==> src/rtl/lai_pkg.sv <==
package lai_pkg;
  localparam int NUM_EVT = 3;
  localparam int EV_LOS  = 0;
  localparam int EV_AIS  = 1;
  localparam int EV_NLP  = 2;

  typedef enum logic [2:0] {
    ST_IDLE       = 3'b000,
    ST_RLOOP      = 3'b001,
    ST_LLOOP      = 3'b010,
    ST_LOS_CHG    = 3'b011,
    ST_TAOS       = 3'b100,
    ST_NLP_CHG    = 3'b101,
    ST_TAOS_LLOOP = 3'b110,
    ST_BOTH_CHG   = 3'b111
  } stat_code_e;
endpackage

==> src/rtl/lai_sync.sv <==
module lai_sync #(
  parameter int W      = 1,
  parameter int STAGES = 2
) (
  input  logic         clk,
  input  logic         rst_n,
  input  logic [W-1:0] d,
  output logic [W-1:0] q
);
  logic [W-1:0] stg [STAGES];

  always_ff @(posedge clk or negedge rst_n) begin
    if (!rst_n) stg[0] <= '0;
    else        stg[0] <= d;
  end

  for (genvar s = 1; s < STAGES; s++) begin : g_stage
    always_ff @(posedge clk or negedge rst_n) begin
      if (!rst_n) stg[s] <= '0;
      else        stg[s] <= stg[s-1];
    end
  end

  assign q = stg[STAGES-1];
endmodule

==> src/rtl/lai_event_bank.sv <==
module lai_event_bank #(
  parameter int N = 3
) (
  input  logic         clk,
  input  logic         rst_n,
  input  logic [N-1:0] cond,
  input  logic         wr_ctrl,
  input  logic [N-1:0] wr_bits,
  output logic [N-1:0] chg,
  output logic [N-1:0] evt,
  output logic [N-1:0] mask
);
  logic [N-1:0] prev;

  always_ff @(posedge clk or negedge rst_n) begin
    if (!rst_n) prev <= '0;
    else        prev <= cond;
  end

  assign chg = cond ^ prev;

  for (genvar i = 0; i < N; i++) begin : g_src
    // Write of 1 wins over a simultaneous change.
    always_ff @(posedge clk or negedge rst_n) begin
      if (!rst_n) begin
        evt[i]  <= 1'b0;
        mask[i] <= 1'b0;
      end else begin
        if (wr_ctrl) mask[i] <= wr_bits[i];
        if (wr_ctrl && wr_bits[i])    evt[i] <= 1'b0;
        else if (chg[i] && !mask[i])  evt[i] <= 1'b1;
      end
    end

    a_r3_wr1_clears: assert property (@(posedge clk) disable iff (!rst_n)
      (wr_ctrl && wr_bits[i]) |=> (!evt[i] && mask[i]));

    a_r4_masked_stays_clear: assert property (@(posedge clk) disable iff (!rst_n)
      (mask[i] && !evt[i]) |=> !evt[i]);

    a_r5_wr0_keeps_event: assert property (@(posedge clk) disable iff (!rst_n)
      (wr_ctrl && !wr_bits[i] && evt[i]) |=> (evt[i] && !mask[i]));
  end
endmodule

==> src/rtl/lai_status_enc.sv <==
module lai_status_enc
  import lai_pkg::*;
(
  input  logic       long_haul,
  input  logic       los_evt,
  input  logic       nlp_evt,
  input  logic       rloop,
  input  logic       lloop,
  input  logic       taos,
  output stat_code_e code
);
  logic nlp_vis;
  assign nlp_vis = nlp_evt && long_haul;

  always_comb begin
    if (los_evt && nlp_vis)  code = ST_BOTH_CHG;
    else if (nlp_vis)        code = ST_NLP_CHG;
    else if (los_evt)        code = ST_LOS_CHG;
    else if (taos && lloop)  code = ST_TAOS_LLOOP;
    else if (taos)           code = ST_TAOS;
    else if (lloop)          code = ST_LLOOP;
    else if (rloop)          code = ST_RLOOP;
    else                     code = ST_IDLE;
  end

  always_comb begin
    if (!long_haul)
      a_r10_short_codes: assert (code != ST_NLP_CHG && code != ST_BOTH_CHG);
  end
endmodule

==> src/rtl/lai_alarm_regs.sv <==
module lai_alarm_regs
  import lai_pkg::*;
#(
  parameter int              SYNC_STAGES = 2,
  parameter int              ADDR_W      = 8,
  parameter int              DATA_W      = 8,
  parameter logic [ADDR_W-1:0] STAT_ADDR = 8'h10,
  parameter logic [ADDR_W-1:0] CTRL_ADDR = 8'h11
) (
  input  logic              clk,
  input  logic              rst_n,
  input  logic              los_i,
  input  logic              ais_i,
  input  logic              nloop_i,
  input  logic              rloop_i,
  input  logic              lloop_i,
  input  logic              taos_i,
  input  logic              long_haul_i,
  input  logic [ADDR_W-1:0] host_addr,
  input  logic              host_wr,
  input  logic [DATA_W-1:0] host_wdata,
  input  logic              host_rd,
  output logic [DATA_W-1:0] host_rdata,
  output logic              irq_n
);
  localparam int CODE_W   = 3;
  localparam int CODE_LSB = DATA_W - CODE_W;
  localparam int RAW_W    = 6;

  logic [RAW_W-1:0]   raw, syn;
  logic [NUM_EVT-1:0] cond, chg, evt, mask;
  logic               wr_ctrl;
  stat_code_e         code;

  assign raw = {taos_i, lloop_i, rloop_i, nloop_i, ais_i, los_i};

  lai_sync #(.W(RAW_W), .STAGES(SYNC_STAGES)) u_sync (
    .clk(clk), .rst_n(rst_n), .d(raw), .q(syn)
  );

  assign cond    = syn[NUM_EVT-1:0];
  assign wr_ctrl = host_wr && (host_addr == CTRL_ADDR);

  lai_event_bank #(.N(NUM_EVT)) u_bank (
    .clk(clk), .rst_n(rst_n), .cond(cond), .wr_ctrl(wr_ctrl),
    .wr_bits(host_wdata[NUM_EVT-1:0]), .chg(chg), .evt(evt), .mask(mask)
  );

  lai_status_enc u_enc (
    .long_haul(long_haul_i), .los_evt(evt[EV_LOS]), .nlp_evt(evt[EV_NLP]),
    .rloop(syn[3]), .lloop(syn[4]), .taos(syn[5]), .code(code)
  );

  assign irq_n = ~(|evt);

  always_comb begin
    host_rdata = '0;
    if (host_rd) begin
      if (host_addr == STAT_ADDR)
        host_rdata = {code, {CODE_LSB{1'b0}}};
      else if (host_addr == CTRL_ADDR)
        host_rdata = {{(DATA_W-NUM_EVT){1'b0}}, mask};
    end
  end

  a_r2_change_raises_irq: assert property (@(posedge clk) disable iff (!rst_n)
    (|(chg & ~mask) && !host_wr) |=> !irq_n);

  a_r6_read_no_effect: assert property (@(posedge clk) disable iff (!rst_n)
    (host_rd && !host_wr && !(|chg)) |=> ($stable(evt) && $stable(mask)));

  a_r1_irq_quiet_without_events: assert property (@(posedge clk) disable iff (!rst_n)
    (irq_n && !(|chg)) |=> irq_n);
endmodule

==> config.mk <==
export PLATFORM = sky130hd
export DESIGN_NAME = lai_alarm_regs
export DESIGN_NICKNAME = d
export VERILOG_FILES = /design/src/rtl/lai_pkg.sv /design/src/rtl/lai_sync.sv /design/src/rtl/lai_event_bank.sv /design/src/rtl/lai_status_enc.sv /design/src/rtl/lai_alarm_regs.sv
export SDC_FILE = /design/constraint.sdc
export NUM_CORES = 1
export LEC_CHECK = 0
export ABC_AREA = 1
export ABC_CLOCK_PERIOD_IN_PS = 2300
export BUFFER_PORTS_ARGS = -buffer_cell sky130_fd_sc_hd__buf_2
export CAP_MARGIN = 20
export CORE_MARGIN = 5
export CORE_UTILIZATION = 50
export CTS_BUF_LIST = sky130_fd_sc_hd__clkbuf_8
export DETAILED_ROUTE_END_ITERATION = 6
export PLACE_DENSITY = 0.83
export REMOVE_ABC_BUFFERS = 1
export SYNTH_ARGS = -nofsm -noshare
export SYNTH_HDL_FRONTEND = slang
export SYNTH_SLANG_ARGS = --single-unit
==> constraint.sdc <==
create_clock -name clk -period 2.3 [get_ports clk]
set_input_delay 0.46 -clock clk [delete_from_list [all_inputs] [get_ports clk]]
set_output_delay 0.46 -clock clk [all_outputs]
set_load 0.05 [all_outputs]
==> results.sh <==
export IMPL_dr_first_iter_drc_count=9
export IMPL_die_w_um=51.56
export IMPL_grt_ovfl_total=0
export IMPL_r2r_end="u_bank.evt[0]$_DFFE_PN0P_"
export IMPL_dieArea_um2=2658
export IMPL_syn_inst=94
export IMPL_setup_viol=0
export IMPL_setup_worst_path_end_class="output port"
export IMPL_synthTopCellsByArea="dfrtp_1 61%, nand2_1 7.8%, nor2_1 7.4%"
export IMPL_cts_setup_buffers=0
export IMPL_skew_ns=0.004691
export IMPL_ff2ff_setup_slack_ns=1.47
export IMPL_async_reset_ff_share_pct=100.0
export IMPL_final_period_utilization_pct=84.79
export IMPL_hold_viol_final=0
export IMPL_yosysTopAreaCellShare_pct=60.87
export IMPL_dp_hpwl_um=1201
export IMPL_fin_hold_ws_ns=0.1334
export IMPL_clock_sinks=21
export IMPL_synth_area_um2=863.3
export IMPL_r2r_cells=4
export IMPL_design_core_area_um2=1689
export IMPL_status="complete, no violations"
export IMPL_p_per_area_nw_per_um2=642.8
export IMPL_vias_per_cell=4.887
export IMPL_io_buffers=28
export IMPL_synth_edf_count=0
export IMPL_gp_congestion=0.7868
export IMPL_antenna_found_initial=0
export IMPL_clk_pin_slew_ns=0.07
export IMPL_final_cells=142
export IMPL_postSynthAreaPerCell_um2=9.184
export IMPL_num_fill_cells=150
export IMPL_rsz0062_at_grt="false"
export IMPL_cts_resized=0
export IMPL_period_needed_ns=1.950
export IMPL_die_h_um=51.56
export IMPL_synth_flop_cell="dfrtp_1"
export IMPL_worst_setup_path_type="in2out"
export IMPL_wl_um=1557
export IMPL_layout_drive_gt1_share_pct=30.40
export IMPL_hold_class="in2async"
export IMPL_clk_latency_ns=0.25
export IMPL_p_leak_nw=0.6086
export IMPL_ant_nets=0
export IMPL_wl_per_cell_um=10.96
export IMPL_cp_arrival_ns=1.49
export IMPL_start_util_pct=51.11
export IMPL_register_area_um2=525.5
export IMPL_antenna_cells=0
export IMPL_grt_max_degree=22
export IMPL_ys_warn_count=0
export IMPL_dp_cells=138
export IMPL_r2r_start="u_sync.q[0]$_DFF_PN0_"
export IMPL_grt_pass1_wl_um=2684
export IMPL_first_pass_iters=4
export IMPL_critPathCapture="host_rdata[6]"
export IMPL_clockBufferDepth=2
export IMPL_required_ns=1.84
export IMPL_grt_pass1_vias=664
export IMPL_drv_slew=0
export IMPL_yosys_area_top_type="dfrtp_1"
export IMPL_synthDistinctLibCells=15
export IMPL_area_delta_synth_final_pct=22.75
export IMPL_vias=694
export IMPL_maxCapViolations=0
export IMPL_grtUsageTotal_pct=13.62
export IMPL_cts_tree="built"
export IMPL_cts_buffers=3
export IMPL_peakVddDrop_mv=0.4934
export IMPL_nets=153
export IMPL_multi_input_area_um2=266.5
export IMPL_synthTopCellsByCount="21 x dfrtp_1, 18 x nand2_1, 17 x nor2_1"
export IMPL_path_max_fanout=8
export IMPL_critPathLaunchType="input port"
export IMPL_postSynthRegisterBits=21
export IMPL_seq_area_frac_synth_pct=60.87
export IMPL_h_tree_depth=1
export IMPL_total_power_w=0.0006812
export IMPL_yosysMostFrequentCell="dfrtp_1"
export IMPL_rows=15
export IMPL_cts_hold_buf=0
export IMPL_drc=0
export IMPL_ios=36
export IMPL_startpoint="host_addr[5]"
export IMPL_clock_root_buffer="clkbuf_8"
export IMPL_max_freq_mhz=512.8
==> kinds of logic after synthesis <==
kind of cell / after synthesis / share of synthesized area [%]
AOI/OAI and AO/OA: 4 / 2.609
buffers and inverters: 18 / 8.695
DFF: 21 / 60.87
other: 1 / 0.4344
and+or+nand+nor: 50 / 27.39
==> how the worst min path moves through the flow <==
stage,slack [ns],startpoint,end
floorplan,0.16,rst_n,u_bank.evt[0]$_DFFE_PN0P_
global route,0.17,rst_n,u_sync.stg[11]$_DFF_PN0_
finish,0.13,rst_n,u_sync.stg[11]$_DFF_PN0_
detailed placement,0.34,u_sync.stg[9]$_DFF_PN0_,u_sync.q[3]$_DFF_PN0_
CTS,0.15,rst_n,u_sync.stg[10]$_DFF_PN0_
global placement,0.33,u_sync.stg[8]$_DFF_PN0_,u_sync.q[2]$_DFF_PN0_
==> cell usage in the layout, fill, tap and decap left out <==
cell	Yosys	routed
nand2_1	18	18
nand3_1	2	2
nor3b_1	2	2
nand4_1	3	3
a211oi_1	1	1
clkinv_2	0	1
conb_1	1	2
nor2_1	17	17
buf_2	0	28
clkbuf_8	0	3
nand3_2	1	1
dfrtp_1	21	21
nand2_2	3	3
a21oi_1	3	3
nor2_4	2	2
nor3_1	2	2
inv_1	16	16
==> report_power, final <==
group	internal (W)	switching, W
Clock	0.000120	0.000112
Combinational	0.0000212	0.0000351
Sequential	0.000385	0.00000782
Total	0.000527	0.000155
==> critical path, cell delays in order <==
cell and delay (ns):
buf_2 0.09, inv_1 0.04, nand2_1 0.07, nor2_4 0.21, nand3_1 0.17, nor2_1 0.15, buf_2 0.29
==> metal layers <==
metal	share of wire [%]	global-route usage (%)	routed length [µm]	vias to the layer above
met5	0	0	0	-
met2	49	23.94	761	29
met4	1.3	6.550	21	0
met1	40	15.82	626	319
met3	9.4	2.579	147	4
li1	-	-	-	342
==> stage by stage <==
step | cell area [µm²] | worst slack [ns] | util, % | setup TNS (ns)
final | 1060 | 0.3498 | 62.74 | 0
after CTS | 1060 | 0.3526 | 62.74 | 0
after detailed placement | 1013 | 0.3952 | 60.00 | 0
after global placement | 1013 | 0.4110 | 60.00 | 0
after floorplan | 852.1 | -0.1301 | - | -0.2601
after global routing | 1060 | 0.2381 | 62.74 | 0
==> final cells by class <==
cell class | count | share of cell area [%]
tap | 17 | 2.007
multi-input combinational | 56 | 25.15
clock inverter | 1 | 0.4723
inverter | 16 | 5.667
timing repair buffer | 28 | 13.22
sequential | 21 | 49.59
clock buffer | 3 | 3.896
==> sequential cells by signal, summed over array words and instances (netlist names) <==
| signal | cells |
|---|---|
| u_sync.q | 6 |
| u_sync.stg | 6 |
| u_bank.prev | 3 |
| u_bank.mask | 3 |
| u_bank.evt | 3 |
Note: power is estimated with default switching activity, not from simulation.
